==> src/rtl/kwd_pkg.sv <==
package kwd_pkg;
  localparam logic [7:0] KEY_ARM  = 8'h55;
  localparam logic [7:0] KEY_FIRE = 8'hAA;
  localparam logic [2:0] CHECK_OK = 3'b101;

  typedef enum logic [1:0] {
    A_CTRL = 2'd0,
    A_KEY  = 2'd1,
    A_SYS  = 2'd2,
    A_CNT  = 2'd3
  } addr_e;

  // Mask of prescaler bits that must be all ones for a divided tick:
  // codes 0 and 1 give no division, code c >= 2 divides by 2^(c-1).
  function automatic logic [5:0] presc_mask(input logic [2:0] code);
    logic [6:0] one_hot;
    one_hot = 7'd1 << (code - 3'd1);
    presc_mask = (code <= 3'd1) ? 6'd0 : 6'(one_hot - 7'd1);
  endfunction
endpackage

==> src/rtl/kwd_tick.sv <==
module kwd_tick #(
  parameter int BASE_DIV = 512
) (
  input  logic       clk,
  input  logic       rst_n,
  input  logic       run,
  input  logic       clr,
  input  logic [5:0] mask,
  output logic       tick
);
  localparam int DIV_W = (BASE_DIV > 2) ? $clog2(BASE_DIV) : 1;
  localparam logic [DIV_W-1:0] DIV_LAST = DIV_W'(BASE_DIV - 1);

  logic [DIV_W-1:0] div_q;
  logic [5:0]       pre_q;
  logic             base_tick;

  assign base_tick = run && (div_q == DIV_LAST);
  assign tick      = base_tick && ((pre_q & mask) == mask);

  always_ff @(posedge clk or negedge rst_n) begin
    if (!rst_n) begin
      div_q <= '0;
      pre_q <= '0;
    end else if (clr) begin
      div_q <= '0;
      pre_q <= '0;
    end else if (run) begin
      div_q <= base_tick ? '0 : div_q + 1'b1;
      if (base_tick) pre_q <= pre_q + 1'b1;
    end
  end
endmodule

==> src/rtl/kwd_keychk.sv <==
module kwd_keychk
  import kwd_pkg::*;
(
  input  logic       clk,
  input  logic       rst_n,
  input  logic       key_wr,
  input  logic [7:0] key_data,
  input  logic       flush,
  output logic       restart,
  output logic       bad_key
);
  logic armed_q;

  assign restart = key_wr && (key_data == KEY_FIRE) && armed_q;
  assign bad_key = key_wr && (key_data != KEY_ARM) && (key_data != KEY_FIRE);

  always_ff @(posedge clk or negedge rst_n) begin
    if (!rst_n)                               armed_q <= 1'b0;
    else if (flush)                           armed_q <= 1'b0;
    else if (key_wr && key_data == KEY_ARM)   armed_q <= 1'b1;
    else if (key_wr && key_data == KEY_FIRE)  armed_q <= 1'b0;
  end
endmodule

==> src/rtl/kwd_pulse.sv <==
module kwd_pulse #(
  parameter int PULSE_LEN = 512
) (
  input  logic clk,
  input  logic rst_n,
  input  logic fire,
  input  logic fire_int,
  output logic rst_o,
  output logic int_n_o
);
  localparam int PC_W = $clog2(PULSE_LEN + 1);

  logic [PC_W-1:0] left_q;
  logic            is_int_q;
  logic            active;

  assign active  = (left_q != '0);
  assign rst_o   = active && !is_int_q;
  assign int_n_o = !(active && is_int_q);

  always_ff @(posedge clk or negedge rst_n) begin
    if (!rst_n) begin
      left_q   <= '0;
      is_int_q <= 1'b0;
    end else if (fire) begin
      left_q   <= PC_W'(PULSE_LEN);
      is_int_q <= fire_int;
    end else if (active) begin
      left_q   <= left_q - 1'b1;
    end
  end
endmodule

==> src/rtl/keyed_wdog.sv <==
module keyed_wdog
  import kwd_pkg::*;
#(
  parameter int CNT_W     = 8,
  parameter int BASE_DIV  = 512,
  parameter int PULSE_LEN = 512
) (
  input  logic       clk,
  input  logic       rst_n,
  input  logic       wr_en,
  input  logic [1:0] wr_addr,
  input  logic [7:0] wr_data,
  input  logic [1:0] rd_addr,
  output logic [7:0] rd_data,
  output logic       wd_rst,
  output logic       wd_int_n
);
  logic [CNT_W-1:0] cnt_q;
  logic [2:0]       ps_q;
  logic             flag_q, dis_q, ovr_q, inten_q;

  logic ctrl_wr, key_wr, sys_wr;
  logic bad_chk, bad_key, restart;
  logic dis_eff, tick, ovf, rst_evt, fire;

  assign ctrl_wr = wr_en && (wr_addr == A_CTRL);
  assign key_wr  = wr_en && (wr_addr == A_KEY);
  assign sys_wr  = wr_en && (wr_addr == A_SYS);
  assign bad_chk = ctrl_wr && (wr_data[5:3] != CHECK_OK);

  assign dis_eff = dis_q && ovr_q;
  assign ovf     = tick && (cnt_q == '1);
  assign rst_evt = (ovf && !inten_q) || bad_key || bad_chk;
  assign fire    = ovf || bad_key || bad_chk;

  kwd_tick #(.BASE_DIV(BASE_DIV)) u_tick (
    .clk(clk), .rst_n(rst_n), .run(!dis_eff), .clr(restart || rst_evt),
    .mask(presc_mask(ps_q)), .tick(tick)
  );

  kwd_keychk u_key (
    .clk(clk), .rst_n(rst_n), .key_wr(key_wr), .key_data(wr_data),
    .flush(rst_evt), .restart(restart), .bad_key(bad_key)
  );

  kwd_pulse #(.PULSE_LEN(PULSE_LEN)) u_pulse (
    .clk(clk), .rst_n(rst_n), .fire(fire), .fire_int(!rst_evt),
    .rst_o(wd_rst), .int_n_o(wd_int_n)
  );

  always_ff @(posedge clk or negedge rst_n) begin
    if (!rst_n)                   cnt_q <= '0;
    else if (rst_evt || restart)  cnt_q <= '0;
    else if (tick)                cnt_q <= cnt_q + 1'b1;
  end

  always_ff @(posedge clk or negedge rst_n) begin
    if (!rst_n) begin
      flag_q  <= 1'b0;
      dis_q   <= 1'b0;
      ps_q    <= 3'd0;
      ovr_q   <= 1'b1;
      inten_q <= 1'b0;
    end else begin
      if (rst_evt)                      flag_q <= 1'b1;
      else if (ctrl_wr && wr_data[7])   flag_q <= 1'b0;
      if (ctrl_wr && !bad_chk) begin
        dis_q <= wr_data[6];
        ps_q  <= wr_data[2:0];
      end
      if (sys_wr && wr_data[0])         ovr_q   <= 1'b0;
      if (sys_wr)                       inten_q <= wr_data[1];
    end
  end

  always_comb begin
    unique case (rd_addr)
      A_CTRL:  rd_data = {flag_q, dis_q, 3'b000, ps_q};
      A_KEY:   rd_data = 8'h00;
      A_SYS:   rd_data = {5'b00000, wd_int_n, inten_q, ovr_q};
      default: rd_data = 8'(cnt_q);
    endcase
  end
endmodule

==> config.mk <==
export PLATFORM = sky130hd
export DESIGN_NAME = keyed_wdog
export DESIGN_NICKNAME = d
export VERILOG_FILES = /design/src/rtl/kwd_pkg.sv /design/src/rtl/kwd_tick.sv /design/src/rtl/kwd_keychk.sv /design/src/rtl/kwd_pulse.sv /design/src/rtl/keyed_wdog.sv
export SDC_FILE = /design/constraint.sdc
export NUM_CORES = 1
export LEC_CHECK = 0
export BUFFER_PORTS_ARGS = -buffer_cell sky130_fd_sc_hd__buf_4
export CORE_UTILIZATION = 45
export CTS_CLUSTER_DIAMETER = 40
export CTS_CLUSTER_SIZE = 40
export DETAILED_ROUTE_END_ITERATION = 6
export GPL_TIMING_DRIVEN = 0
export SETUP_SLACK_MARGIN = 0.4
export SLEW_MARGIN = 15
export SYNTH_ARGS = -nofsm -noshare
export SYNTH_HDL_FRONTEND = slang
export SYNTH_HIERARCHICAL = 1
export SYNTH_SLANG_ARGS = --single-unit
==> constraint.sdc <==
create_clock -name clk -period 4.6 [get_ports clk]
set_input_delay 0.69 -clock clk [delete_from_list [all_inputs] [get_ports clk]]
set_output_delay 0.69 -clock clk [all_outputs]
set_load 0.03 [all_outputs]
== Word-level counts from Yosys, hierarchy flattened ==
Index checks and enable logic that the tools add are counted.

* Bits in registers: 42
* Input bits: 15
* Output and inout bits: 10
* Logic and storage cells: 89

* Bitwise operators: 1
* Mux-type cells: 17
* $add $sub $neg: 6
* Magnitude comparators: 1
* Shifts and indexed selects: 1
* Eq/ne operators: 13
* Reduce and logical (&&, ||, !) cells: 39

{| class="wikitable"
|+ Operator list
! operator !! count
|-
| $mux W9 || 3
|-
| $mux W6 || 4
|-
| $pmux W8 S3 || 1
|-
| $mux W10 || 2
|-
| $logic_and A1 B1 Y1 || 19
|-
| $eq A8 B8 Y1 const B || 2
|-
| $mux W8 || 2
|-
| $reduce_bool A10 Y1 || 1
|-
| $sub A10 B1 Y10 const B || 1
|-
| $add A9 B1 Y9 const B || 1
|-
| $eq A9 B9 Y1 const B || 1
|-
| $add A8 B1 Y8 const B || 1
|-
| $eq A8 B7 Y1 const B || 1
|-
| $ne A8 B7 Y1 const B || 1
|-
| $ne A8 B8 Y1 const B || 1
|-
| $reduce_bool A2 Y1 || 4
|-
| $add A6 B1 Y6 const B || 1
|-
| $and A6 B6 Y6 || 1
|-
| $eq A6 B6 Y1 || 1
|-
| $logic_not A1 Y1 || 6
|-
| $shl A1 B3 Y6 const A || 1
|-
| $sub A6 B1 Y6 const B || 1
|-
| $logic_or A1 B1 Y1 || 5
|-
| $mux W1 || 5
|-
| other kinds (9) || 12
|}

== Logic depth before layout (Yosys ltp) ==
* Word-level depth: 14
* Mapped depth: 18
* Mapped depth without buffers: 15

== By module ==
The synthesis kept the hierarchy.

{| class="wikitable"
|+ By module, submodules not included
! module !! cells an instance !! sequential area each (um^2) !! instances !! area each (um^2)
|-
| keyed_wdog || 105 || 376.6 || 1 || 1002.2
|-
| kwd_tick || 97 || 375.4 || 1 || 837.1
|-
| kwd_pulse || 58 || 275.3 || 1 || 569.3
|-
| kwd_keychk || 13 || 25.0 || 1 || 132.6
|}

== Worst setup path after synthesis ==
Ideal clock, no wire load.

* Kind: register -> register
* From: register ps_q[1]
* To: register u_tick.div_q[6]
* Clock period less this slack: 3.222 ns
* Data required time: 4.523 ns
* Path slack: 1.378 ns
* Cell stages (with the launch flop): 18
* Data arrival time: 3.144 ns
* Setup time: 0.077 ns
* Path buffers: 2
* Path through: dfrtp_1 > clkbuf_1 > nor2b_1 > nand2b_1 > ha_1 > nand2b_1 > o21ai_0 > a22o_1 > inv_1 > o22ai_1 > nor4_1 > buf_4 > nand3_2 > nor4_2 > or3_1 > o2111ai_1 > or3_1 > a21oi_1

* Cells in the longest elaborated chain, start to end: 13
* Elaborated cells between the ends (all ways): 15
* Classes of those cells: add/sub (2); order compare (1); eq/ne (2); shift (1); mux (2); bitwise (1); reduce/logical (6)

{| class="wikitable"
|+ Ends and longest elaborated chain
! item !! RTL line !! text
|-
| from (decl) || keyed_wdog.sv:19 || <nowiki>logic [2:0] ps_q;</nowiki>
|-
| from (signal assigned) || keyed_wdog.sv:69 || <nowiki>ps_q <= wr_data[2:0];</nowiki>
|-
| $sub A3 B1 Y3 || kwd_pkg.sv:17 || <nowiki>one_hot = 7'd1 << (code - 3'd1);</nowiki>
|-
| $shl A1 B3 Y6 || kwd_pkg.sv:17 ||
|-
| $sub A6 B1 Y6 || kwd_pkg.sv:18 || <nowiki>presc_mask = (code <= 3'd1) ? 6'd0 : 6'(one_hot - 7'd1);</nowiki>
|-
| $mux W6 (*) || kwd_pkg.sv:18 ||
|-
| $and A6 B6 Y6 || kwd_tick.sv:19 || <nowiki>assign tick = base_tick && ((pre_q & mask) == mask);</nowiki>
|-
| $eq A6 B6 Y1 (*) || kwd_tick.sv:19 ||
|-
| $logic_and A1 B1 Y1 (*) || kwd_tick.sv:19 ||
|-
| named net tick || keyed_wdog.sv:24 || <nowiki>logic dis_eff, tick, ovf, rst_evt, fire;</nowiki>
|-
| $logic_and A1 B1 Y1 (*) || keyed_wdog.sv:32 || <nowiki>assign ovf = tick && (cnt_q == '1);</nowiki>
|-
| $logic_and A1 B1 Y1 (*) || keyed_wdog.sv:33 || <nowiki>assign rst_evt = (ovf && !inten_q) || bad_key || bad_chk;</nowiki>
|-
| $logic_or A1 B1 Y1 (*) (2 in series) || keyed_wdog.sv:33 ||
|-
| $logic_or A1 B1 Y1 (*) || keyed_wdog.sv:37 || <nowiki>.clk(clk), .rst_n(rst_n), .run(!dis_eff), .clr(restart || rst_evt),</nowiki>
|-
| $ne A2 B1 Y1 (no source line) or $mux W9 (tied branches) || n/a ||
|-
| to (signal assigned) || kwd_tick.sv:29 || <nowiki>div_q <= base_tick ? '0 : div_q + 1'b1;</nowiki>
|-
| to (decl) || kwd_tick.sv:14 || <nowiki>logic [DIV_W-1:0] div_q;</nowiki>
|}

The timed path passes the listed nets; every way through them passes the cells marked *.
A chain may end at the register's enable or synchronous reset.

== Worst setup path after layout ==
* From: register ps_q[2]
* To: register u_tick.div_q[6]

The elaborated chain is that of the path after synthesis.

==> results.txt <==
Starting density of the core -> 0.482
Final core occ -> 0.552
Final non-filler cell total -> 374
Dominant cell type by area after synthesis -> dfrtp_1
Reg2reg start -> ps_q[2]
Tmin final -> 3.76 ns
Fin crit share -> 0.817
Drt initial violations -> 84
Core area -> 5270 sq um
Synth area leaders -> dfrtp_1 40%, nand2_1 3.5%, o21ai_0 3.2%
Die H -> 77.1 um
Largest net degree at the start of global routing -> 43
Top FF cell, synth -> dfrtp_1
Data required time of the critical path -> 4.83 ns
Cell with the most instances after synthesis -> dfrtp_1
Max-slew violation total from the final report -> 0
Site row count -> 26
Fin. Hold Viols -> 0
Final hold slack -> 0.369 ns
Share of cells above drive strength 1 -> 0.191
Worst Path Arrival -> 3.99 ns
Die Wd -> 77.1 um
Clk Latency, worst-skew pair -> 0.30 ns
Overall power -> 1.12 mW
Wire per inst -> 14.5 um
CTS clk-pin slew, worst paths -> 0.09 ns
Leak -> 1.27 nW
Fin nets -> 324
Max-Cap Viols -> 0
Setup crit end kind -> flip-flop
VDD IR-drop max -> 0.218 mV
Total Die Area -> 5950 sq um
Worst Setup SP -> ps_q[2]
TritonCTS Buffers -> 5
Synth Net Count -> 294
FF-to-FF path depth -> 17
Vias in the first global route -> 1971
CP Max Fanout -> 9
Worst clock skew -> 0.00992 ns
Initial antenna violation count -> 0
Initial DRT Pass Iterations -> 4
Pre-CTS setup slack -> 0.758 ns
Actual slew at the worst max-slew pin -> 0.547 ns
Synthesized cell area -> 2540 sq um
Yosys reg bits -> 42
Number of distinct library cells after synthesis -> 58
GP Congestion -> 0.783
Startpoint types -> flip-flop
Pwr Density -> 386 nW/um^2
TritonCTS clock tree -> yes
Final ANT Viol Nets -> 0
Hold_buf cts -> 0
Type of the most critical hold path -> input pin to asynchronous set/reset pin
Critical path class -> flip-flop to flip-flop
EDFF count, synth -> 0
First-pass GRT wire length -> 9480 um
Clk sinks -> 42
Post-Layout Inst Area -> 2910 sq um
Hpwl dp -> 3850 um
Yosys top cell area share -> 0.404
Final-report setup violation count -> 0
Gr usage total -> 0.199
RSZ-0062 raised after global routing -> no
H-tree level count -> 2
Synth warnings -> 6
Clock Path Buffers -> 2
Area growth syn-to-layout -> 14.6%
Via density -> 5.66
Vias post-DR -> 2117
Most frequent cells after synthesis -> 41 x dfrtp_1, 24 x nand2_1, 19 x nor2_1
GR Overflow Total -> 0
CTS Root Cell -> clkbuf_8
Mapped Cells -> 273
WL final -> 5420 um
Diodes inserted -> 0
Buffers on Ports -> 23
Syn_area_per_cell -> 9.31 sq um
Final setup TNS -> 0 ns
I/O pins -> 25
Status -> completed
Worst setup path endpoint -> u_tick/div_q[6]
DP Area -> 2800 sq um
Maximum clock rate -> 0.266 GHz
Cell Count Post-Placement -> 366
Sequential share of the synthesized area -> 0.414
Asr flop ratio synth -> 1.00
R2r setup slk -> 0.84 ns
Worst Slack Setup Final -> 0.840 ns
# DRC -> 0
Worst slew margin -> 0.635
Worst R2R End -> u_tick/div_q[6]
-- power by group --
group / internal, mW / switching, mW
Sequential: 0.431 / 0.0731
Combinational: 0.150 / 0.176
Clock: 0.160 / 0.132
Total: 0.742 / 0.381
-- critical path: stages, from the launching register on --
cell and delay, ns:
dfrtp_1 0.32, clkbuf_1 0.31, nor2_1 0.13, nand2_1 0.09, ha_1 0.22, nand2b_1 0.14, o21ai_0 0.07, a22o_1 0.19
inv_1 0.05, o22ai_1 0.07, nor4_1 0.32, buf_4 0.22, nand3_2 0.11, nor4_2 0.40, or3_1 0.31, o2111ai_1 0.24
or3_1 0.35, a21oi_1 0.14
-- cell families after synthesis --
group,share of synthesized area
compound gates,0.162
xor+xnor,0.0310
fa+ha+maj,0.0295
buf+inv,0.0428
flops,0.414
mux,0.0468
simple gates,0.274
-- worst min-delay path by stage --
stage           from           endpoint  slack [ns]  depth (start not counted)
6_report       rst_n           cnt_q[5]        0.37                          1
5_1_grt        rst_n           cnt_q[5]        0.41                          1
4_1_cts        rst_n  u_pulse/left_q[3]        0.39                          1
3_5_place_dp   ovr_q              ovr_q        0.47                          1
3_3_place_gp   ovr_q              ovr_q        0.46                          1
2_1_floorplan  rst_n           cnt_q[0]        0.39                          0
-- placed cells by master (no fill, tap or decap), types with 4 or more instances in the layout --
master	instances
nand4_1	6
xnor2_1	4
o21ai_0	16
nand2b_1	5
nor3_1	4
a31oi_1	4
xor2_1	5
clkbuf_8	5
nor4_1	7
mux2i_1	4
clkbuf_1	5
a22o_1	4
ha_1	6
and3_1	5
dfrtp_1	41
or3_1	10
nor2_1	19
mux2_2	7
inv_1	16
a21oi_1	14
nand2_1	24
nand3b_1	4
buf_4	24
nand3_1	9
-- layer usage --
layer	routed length, um	global-route usage	vias up
met5	0	0	-
met4	53	0.0717	0
met3	174	0.0405	5
met2	2390	0.299	39
met1	2810	0.282	1008
li1	-	-	1065
-- registers in the layout (all words and copies together), names as in the netlist --
register          cells
ovr_q                 1
cnt_q                 8
dis_q                 1
u_tick/pre_q          6
u_pulse/left_q       10
flag_q                1
u_key/armed_q         1
ps_q                  3
u_tick/div_q          9
inten_q               1
u_pulse/is_int_q      1
-- timing repair --
action	CTS	global route
endpoints found under the setup margin	0	1
setup buffers	0	0
gates resized for setup	0	2
-- final cells by class --
type                            instances  area, sq um
Timing Repair Buffer                   23          173
Multi-Input combinational cell        204         1380
Sequential cell                        42         1050
Buffer                                 11         50.0
Inverter                               16         60.1
Tap cell                               70         87.6
Clock buffer                            5         68.8
Clock inverter                          3         40.0
Fill cell                             499         2360
No activity file was read; power rests on OpenSTA's default activity.
